--- src/rtl/dip_pkg.sv ---
package dip_pkg;

    typedef enum logic [1:0] {
        OP_HIT  = 2'd0,
        OP_MISS = 2'd1,
        OP_FILL = 2'd2,
        OP_NONE = 2'd3
    } dip_op_e;

    typedef enum logic [1:0] {
        AGE_HOLD,
        AGE_TO_HEAD,
        AGE_TO_TAIL
    } age_move_e;

    typedef enum logic [1:0] {
        ROLE_FOLLOWER,
        ROLE_LEAD_HEAD,
        ROLE_LEAD_BIMODAL
    } set_role_e;

endpackage

--- src/rtl/dip_lfsr.sv ---
module dip_lfsr #(
    parameter int          W     = 16,
    parameter logic [W-1:0] SEED = 16'hACE1,
    parameter logic [W-1:0] TAPS = 16'hB400,
    parameter int          CMP_W = 5
) (
    input  logic clk,
    input  logic rst_n,
    input  logic step,
    output logic low_zero
);
    logic [W-1:0] s_q;

    always_ff @(posedge clk) begin
        if (!rst_n) begin
            s_q <= SEED;
        end else if (step) begin
            s_q <= {s_q[W-2:0], ^(s_q & TAPS)};
        end
    end

    assign low_zero = (s_q[CMP_W-1:0] == '0);
endmodule

--- src/rtl/dip_psel.sv ---
module dip_psel #(
    parameter int W = 10
) (
    input  logic clk,
    input  logic rst_n,
    input  logic up,
    input  logic down,
    output logic top_bit
);
    localparam logic [W-1:0] MID = 1 << (W - 1);
    localparam logic [W-1:0] MAX = '1;

    logic [W-1:0] cnt_q;

    always_ff @(posedge clk) begin
        if (!rst_n) begin
            cnt_q <= MID;
        end else if (up && cnt_q != MAX) begin
            cnt_q <= cnt_q + 1'b1;
        end else if (down && cnt_q != '0) begin
            cnt_q <= cnt_q - 1'b1;
        end
    end

    assign top_bit = cnt_q[W-1];
endmodule

--- src/rtl/dip_recency.sv ---
module dip_recency
    import dip_pkg::*;
#(
    parameter int SETS = 64,
    parameter int WAYS = 4
) (
    input  logic                                 clk,
    input  logic                                 rst_n,
    input  logic [$clog2(SETS)-1:0]              set_idx,
    input  logic [$clog2(WAYS)-1:0]              way_idx,
    input  age_move_e                            move,
    output logic [WAYS*$clog2(WAYS)-1:0]         nxt_ages,
    output logic [$clog2(WAYS)-1:0]              victim
);
    localparam int AGE_W = $clog2(WAYS);
    localparam int ROW_W = WAYS * AGE_W;
    localparam logic [AGE_W-1:0] OLDEST = AGE_W'(WAYS - 1);

    function automatic logic [ROW_W-1:0] init_row();
        logic [ROW_W-1:0] r;
        for (int w = 0; w < WAYS; w++) begin
            r[w*AGE_W +: AGE_W] = AGE_W'(w);
        end
        return r;
    endfunction

    logic [ROW_W-1:0] age_q [SETS];
    logic [ROW_W-1:0] cur;
    logic [AGE_W-1:0] pivot;

    always_comb begin
        cur      = age_q[set_idx];
        pivot    = cur[way_idx*AGE_W +: AGE_W];
        nxt_ages = cur;
        victim   = '0;
        for (int w = 0; w < WAYS; w++) begin
            if (cur[w*AGE_W +: AGE_W] == OLDEST) begin
                victim = AGE_W'(w);
            end
            unique case (move)
                AGE_TO_HEAD: begin
                    if (w == int'(way_idx)) begin
                        nxt_ages[w*AGE_W +: AGE_W] = '0;
                    end else if (cur[w*AGE_W +: AGE_W] < pivot) begin
                        nxt_ages[w*AGE_W +: AGE_W] = cur[w*AGE_W +: AGE_W] + 1'b1;
                    end
                end
                AGE_TO_TAIL: begin
                    if (w == int'(way_idx)) begin
                        nxt_ages[w*AGE_W +: AGE_W] = OLDEST;
                    end else if (cur[w*AGE_W +: AGE_W] > pivot) begin
                        nxt_ages[w*AGE_W +: AGE_W] = cur[w*AGE_W +: AGE_W] - 1'b1;
                    end
                end
                default: ;
            endcase
        end
    end

    always_ff @(posedge clk) begin
        if (!rst_n) begin
            for (int s = 0; s < SETS; s++) begin
                age_q[s] <= init_row();
            end
        end else if (move != AGE_HOLD) begin
            age_q[set_idx] <= nxt_ages;
        end
    end
endmodule

--- src/rtl/dip_ctrl.sv ---
module dip_ctrl
    import dip_pkg::*;
#(
    parameter int SETS   = 64,
    parameter int WAYS   = 4,
    parameter int LEAD_W = 4,
    parameter int PSEL_W = 10,
    parameter int RNG_W  = 16,
    parameter int BIP_W  = 5
) (
    input  logic                             clk,
    input  logic                             rst_n,
    input  logic                             req_valid,
    input  logic [1:0]                       req_op,
    input  logic [$clog2(SETS)-1:0]          req_set,
    input  logic [$clog2(WAYS)-1:0]          req_way,
    output logic                             victim_valid,
    output logic [$clog2(WAYS)-1:0]          victim_way,
    output logic                             upd_valid,
    output logic [WAYS*$clog2(WAYS)-1:0]     upd_ages
);
    localparam int SET_W = $clog2(SETS);
    localparam int WAY_W = $clog2(WAYS);
    localparam int ROW_W = WAYS * WAY_W;

    dip_op_e          op;
    set_role_e        role;
    age_move_e        move;
    logic             psel_top;
    logic             rng_low_zero;
    logic             bimodal_head;
    logic             fill_head;
    logic [ROW_W-1:0] nxt_ages;
    logic [WAY_W-1:0] lru_way;

    assign op = dip_op_e'(req_op);

    always_comb begin
        if (req_set[LEAD_W-1:0] == '0) begin
            role = ROLE_LEAD_HEAD;
        end else if (&req_set[LEAD_W-1:0]) begin
            role = ROLE_LEAD_BIMODAL;
        end else begin
            role = ROLE_FOLLOWER;
        end
    end

    assign bimodal_head = rng_low_zero;

    always_comb begin
        unique case (role)
            ROLE_LEAD_HEAD:    fill_head = 1'b1;
            ROLE_LEAD_BIMODAL: fill_head = bimodal_head;
            default:           fill_head = psel_top ? bimodal_head : 1'b1;
        endcase
    end

    always_comb begin
        move = AGE_HOLD;
        if (req_valid) begin
            unique case (op)
                OP_HIT:  move = AGE_TO_HEAD;
                OP_FILL: move = fill_head ? AGE_TO_HEAD : AGE_TO_TAIL;
                OP_MISS: move = AGE_HOLD;
                OP_NONE: move = AGE_HOLD;
            endcase
        end
    end

    dip_recency #(.SETS(SETS), .WAYS(WAYS)) u_recency (
        .clk      (clk),
        .rst_n    (rst_n),
        .set_idx  (req_set),
        .way_idx  (req_way),
        .move     (move),
        .nxt_ages (nxt_ages),
        .victim   (lru_way)
    );

    dip_psel #(.W(PSEL_W)) u_psel (
        .clk     (clk),
        .rst_n   (rst_n),
        .up      (req_valid && op == OP_MISS && role == ROLE_LEAD_HEAD),
        .down    (req_valid && op == OP_MISS && role == ROLE_LEAD_BIMODAL),
        .top_bit (psel_top)
    );

    dip_lfsr #(.W(RNG_W), .CMP_W(BIP_W)) u_lfsr (
        .clk      (clk),
        .rst_n    (rst_n),
        .step     (req_valid && op == OP_FILL),
        .low_zero (rng_low_zero)
    );

    always_ff @(posedge clk) begin
        if (!rst_n) begin
            victim_valid <= 1'b0;
            victim_way   <= '0;
            upd_valid    <= 1'b0;
            upd_ages     <= '0;
        end else begin
            victim_valid <= 1'b0;
            upd_valid    <= 1'b0;
            if (req_valid) begin
                unique case (op)
                    OP_HIT, OP_FILL: begin
                        upd_valid <= 1'b1;
                        upd_ages  <= nxt_ages;
                    end
                    OP_MISS: begin
                        victim_valid <= 1'b1;
                        victim_way   <= lru_way;
                    end
                    OP_NONE: ;
                endcase
            end
        end
    end
endmodule

--- config.mk ---
export PLATFORM = sky130hd
export DESIGN_NAME = dip_ctrl
export DESIGN_NICKNAME = d
export VERILOG_FILES = /design/src/rtl/dip_pkg.sv /design/src/rtl/dip_lfsr.sv /design/src/rtl/dip_psel.sv /design/src/rtl/dip_recency.sv /design/src/rtl/dip_ctrl.sv
export SDC_FILE = /design/constraint.sdc
export NUM_CORES = 1
export LEC_CHECK = 0
export BUFFER_PORTS_ARGS = -buffer_cell sky130_fd_sc_hd__buf_2
export CAP_MARGIN = 20
export CORE_UTILIZATION = 31
export CTS_CLUSTER_DIAMETER = 150
export DETAILED_ROUTE_END_ITERATION = 8
export HOLD_SLACK_MARGIN = 0.08
export PLACE_DENSITY = 0.55
export SYNTH_ARGS = -nofsm -noshare
export SYNTH_HDL_FRONTEND = slang
export SYNTH_SLANG_ARGS = --single-unit
--- constraint.sdc ---
create_clock -name clk -period 8.4 [get_ports clk]
set_input_delay 1.26 -clock clk [delete_from_list [all_inputs] [get_ports clk]]
set_output_delay 1.26 -clock clk [all_outputs]
set_load 0.005 [all_outputs]
-- After elaboration in Yosys (flattened, before gate mapping)
Memories as Yosys holds them, arrays and structs flattened.
Index checks and enable logic that the tools add are counted.
- input bits: 13
- RAM bits: 512
- register bits: 38
- word-level logic and storage cells: 102
- memories kept: 1
- output and inout port bits: 12
- mux-type cells: 41
- shift operators: 1
- magnitude comparators: 8
- $add $sub $neg: 10
- eq/ne operators: 14
- reductions and logical operators: 21
- memory list (name ; words ; width ; read ports ; clocked after memory_dff ; write ports ; line ; RTL):
    u_recency.age_q ; 64 ; 8 ; 1 ; 0 ; 64 ; dip_recency.sv:27 ; logic [ROW_W-1:0] age_q [SETS];
- operators with widths (kind ; number):
    two-way mux 2 bit ; 22
    two-way mux 10 bit ; 2
    one-hot mux 2 bit (2 select lines) ; 4
    parity 16 bit ; 1
    equality test 2 bit (second input constant) ; 7
    adder 10 x 1 -> 10 bit (second input constant) ; 1
    != test 10 bit (second input constant) ; 1
    nonzero test 10 bit ; 1
    subtractor 10 x 1 -> 10 bit (second input constant) ; 1
    two-way mux 1 bit ; 9
    adder 2 x 1 -> 2 bit (second input constant) ; 4
    > comparator 2 bit ; 4
    less-than comparator 2 bit ; 4
    two-way mux 8 bit ; 1
    OR reduction 8 bit ; 1
    variable part select 8 x 4 -> 2 bit ; 1
    subtractor 2 x 1 -> 2 bit (second input constant) ; 4
    equality test 2 x 1 -> 1 bit (second input constant) ; 3
    logical AND 1 bit ; 6
    two-way mux 6 bit ; 1
    one-hot mux 2 bit (3 select lines) ; 1
    AND reduction 2 bit ; 3
    logical NOT 5 bit ; 1
    equality test 2 bit (first input constant) ; 2
    7 further kinds ; 10

-- Depth between registers and ports, before layout
- depth in word-level cells: 14
- depth in mapped cells: 23
- gate-level depth less buffers: 17

-- By module
A second synthesis with hierarchy kept.
- cells, all modules: 2184
- area, all modules: 26187.6 um2
- modules (own cells, without submodules) (module ; cells each ; area an instance (um2) ; sequential area each (um2) ; times used):
    dip_recency ; 1974 ; 24253.3 ; 15374.7 ; 1
    dip_psel ; 96 ; 845.8 ; 200.2 ; 1
    dip_lfsr ; 56 ; 621.8 ; 320.3 ; 1
    dip_ctrl ; 58 ; 466.7 ; 240.2 ; 1

-- Worst setup path before layout
Ideal clock, no wire load.
- path kind: input port to flip-flop
- from: in req_set[1]
- to: mem u_recency.age_q[49][1] (netlist bit) (data pin)
- setup time: 0.280 ns
- path buffers: 5
- stages: 19
- data required time: 8.120 ns
- data arrival time: 5.035 ns
- path slack: 3.085 ns
- path through: buf_6 > buf_6 > buf_6 > buf_2 > mux4_2 > nand2_1 > a21oi_1 > a2111oi_2 > nand4_2 > mux2i_1 > o21a_1 > ha_1 > a21oi_1 > or2_2 > nor3_1 > a311o_2 > o22ai_4 > buf_8 > a21oi_1
- RTL lines (item ; line ; RTL):
    start, declared ; dip_ctrl.sv:15 ; input logic [$clog2(SETS)-1:0] req_set,
    end, declared ; dip_recency.sv:27 ;

==> out/results.ini <==
[finish]
final_cells = 3362
post_route_cells_drive_above_1_share_pct = 13.79
nFillCells = 8218
nets = 2210
regArea_um2 = 16140
syn_to_final_growth_pct = 11.51
multi_input_area_um2 = 8895

[synthesis]
synth_ff_type = edfxtp_1
yosysMostFrequentCell = edfxtp_1
synth_common_cells = 512 x edfxtp_1, 473 x nand2_1, 307 x nor2_1
synth_top_area_share_pct = 58.70
yosys_warnings = 0
async_flop_share_pct = 0
synth_seq_cells = 550
synth_nets = 2238
seq_area_frac_synth_pct = 61.61
yosysTopAreaCell = edfxtp_1
avgSynthCellArea_um2 = 11.88
syn_area_um2 = 26190
synth_area_leaders = edfxtp_1 59%, nand2_1 6.8%, nor2_1 4.4%
synth-edff-count = 512
syn_inst = 2205
yosysUniqueCellTypes = 88

[drt]
routedWlPerCell_um = 26.08
drc = 0
via_count = 18830
wl_um = 87670
viasPerCell = 5.601
dr.pass1.iters = 6
drt_iter0_markers = 2500
antenna_left = 0

[die]
io-pin-count = 25
initial_utilization_pct = 31.30
die_area_um2 = 85660
chipWidth_um = 292.7
core_area_um2 = 83690
core.rowCount = 106
die_height_um = 292.7

[timing]
hold_viol_final = 0
finClkSkew_ns = 0.02461
max_freq_mhz = 145.8
finalCriticalPeriod_ns = 6.859
worst_pin_slew_ns = 1.173
rsz0062_at_grt = no
fin_tns_setup_ns = 0
report.final.slew_viol_count = 0
finalCritPeriodShare_pct = 81.66
setup_violations = 0
relSlewSlack_pct = 21.64

[placement]
dp.final_hpwl_um = 56380
placed_cells = 3251
io_buffers = 24
routabilityCongestion = 0.9145

[grt]
grt_max_degree = 66
grt_pass1_vias = 18220
antenna_found_initial = 1
grt_util_all_layers_pct = 20.22
grt_pass1_wl_um = 127900
grt_overflow = 0

[worst_hold_path]
hold_class = flip-flop to flip-flop

[power_and_ir_drop]
p_total_w = 0.006549
p_per_area_nw_per_um2 = 224.2
power_leakage_nw = 9.045
irDropWorstVdd_v = 0.0001529

[setup_path]
cp_cell_sequence = buf_4, buf_4, mux4_2, mux2i_1, o22ai_1, a2111oi_0, nor4b_2, nand2_1, o211ai_1, o21a_1, ha_1, a21oi_1, or2_2, nor3_1, a311o_2, o22ai_4, buf_12, a21oi_1
crit_required_ns = 8.73
crit_path_end_kind = flip-flop
cpMaxStageDelayCell = nor4b_2
critical_path.max_stage_delay_ns = 0.66
critPathLaunchType = input pin
cp_top_family = compound AO/OA/AOI/OAI gates
arrival_ns = 7.19
worstPathMaxFanout = 37
critPathKind = input pin to flip-flop
crit_buf_inv = 3

[status]
status = complete, no violations

[run]
drv_cap = 0

[clock_network]
clk_pin_slew_ns = 0.06
cts_tree = done
ctsResizeCount = 0
cts_root_buf = clkbuf_16
cts_hold_buf = 0
clock-sinks = 550
clockBufferDepth = 3
cts_max_level = 2
cts_made_buffers = 58
post_cts_buffers = 0
clk_latency_ns = 0.64

path summary, 6_finish.rpt:
kind / from / end / slack [ns] / cells after the start
setup reg to reg: u_recency.age_q[58][7] / u_recency.age_q[35][1] / 2.82 / 16
hold reg to reg: u_lfsr.s_q[8] / u_lfsr.s_q[9] / 0.45 / 2
hold / removal: u_lfsr.s_q[8] / u_lfsr.s_q[9] / 0.45 / 2
setup / recovery: req_set[0] / u_recency.age_q[35][1] / 1.54 / 18
sequential cells by signal, summed over array words and instances, names as in the netlist:
name and cells:
u_recency.age_q 512, u_lfsr.s_q 16, u_psel.cnt_q 10, upd_ages 8
victim_way 2, upd_valid 1, victim_valid 1
logic make-up (layout without fill, tap and decap cells):
logic type / after synthesis / count (layout) / share of synthesized area, %
buf+inv: 196 / 217 / 4.514
simple gates: 909 / 909 / 14.56
mux: 153 / 153 / 7.882
xor+xnor: 8 / 8 / 0.2675
flops: 550 / 550 / 61.61
fa+ha+maj: 20 / 20 / 0.9841
compound gates: 369 / 369 / 10.19
other cells: 0 / 2 / 0
worst reg2reg max path: stages, from the launching register on:
cell and delay [ns]:
edfxtp_1 0.39, mux4_2 0.47, mux2i_1 0.27, o22ai_1 0.21
a2111oi_0 0.46, nor4b_2 0.66, nand2_1 0.15, o211ai_1 0.12
o21a_1 0.24, ha_1 0.27, a21oi_1 0.28, or2_2 0.20
nor3_1 0.06, a311o_2 0.44, o22ai_4 0.64, buf_12 0.29
a21oi_1 0.13
report_power, final:
group / switching [W] / internal [W] / total, W
Combinational: 0.000608 / 0.000211 / 0.000819
Sequential: 0.0000218 / 0.00304 / 0.00306
Clock: 0.00112 / 0.00155 / 0.00267
through the flow:
stage | hold WS (ns) | setup WS, ns | cell area (µm²) | util (%)
after detailed placement | 0.4490 | 1.118 | 27270 | 32.58
after global routing | 0.4733 | 1.307 | 29200 | 34.89
after global placement | 0.4394 | 1.329 | 27240 | 32.55
after floorplan | 0.4321 | 3.085 | 26190 | -
after CTS | 0.4573 | 1.714 | 29200 | 34.89
final | 0.4529 | 1.541 | 29210 | 34.90
final cells by class:
cell class	instances	area share (%)
well taps	1134	4.858
repair buffers	83	2.476
diodes	2	0.01714
multi-input cells	1459	30.46
clock buffers	72	5.150
inverters	25	0.3213
clock inverters	37	1.474
flip-flops and latches	550	55.25
layer usage:
metal  track usage (%)  share of wire, %  vias to the layer above
li1                  -                 -                     8042
met1             27.39                40                     9483
met2             31.45                46                     1131
met3             4.803                10                      175
met4             7.279               3.6                        0
met5                 0                 0                        -
placed cells by master (no fill, tap or decap), drive strengths merged, types with 12 or more instances in the layout:
master	synthesis	layout
clkbuf	63	72
a221oi	39	39
nor3	17	17
a221o	12	12
mux4	38	38
a22oi	27	27
ha	19	19
o21ai	35	35
a22o	14	14
nand3b	14	14
buf	108	83
inv	24	26
nand3	20	20
o22ai	27	27
nand2	473	473
mux2	43	43
edfxtp	512	512
nor2	308	308
mux2i	72	72
dfxtp	38	38
clkinv	1	25
a21oi	118	118
Power figures use the tool's default switching activity.
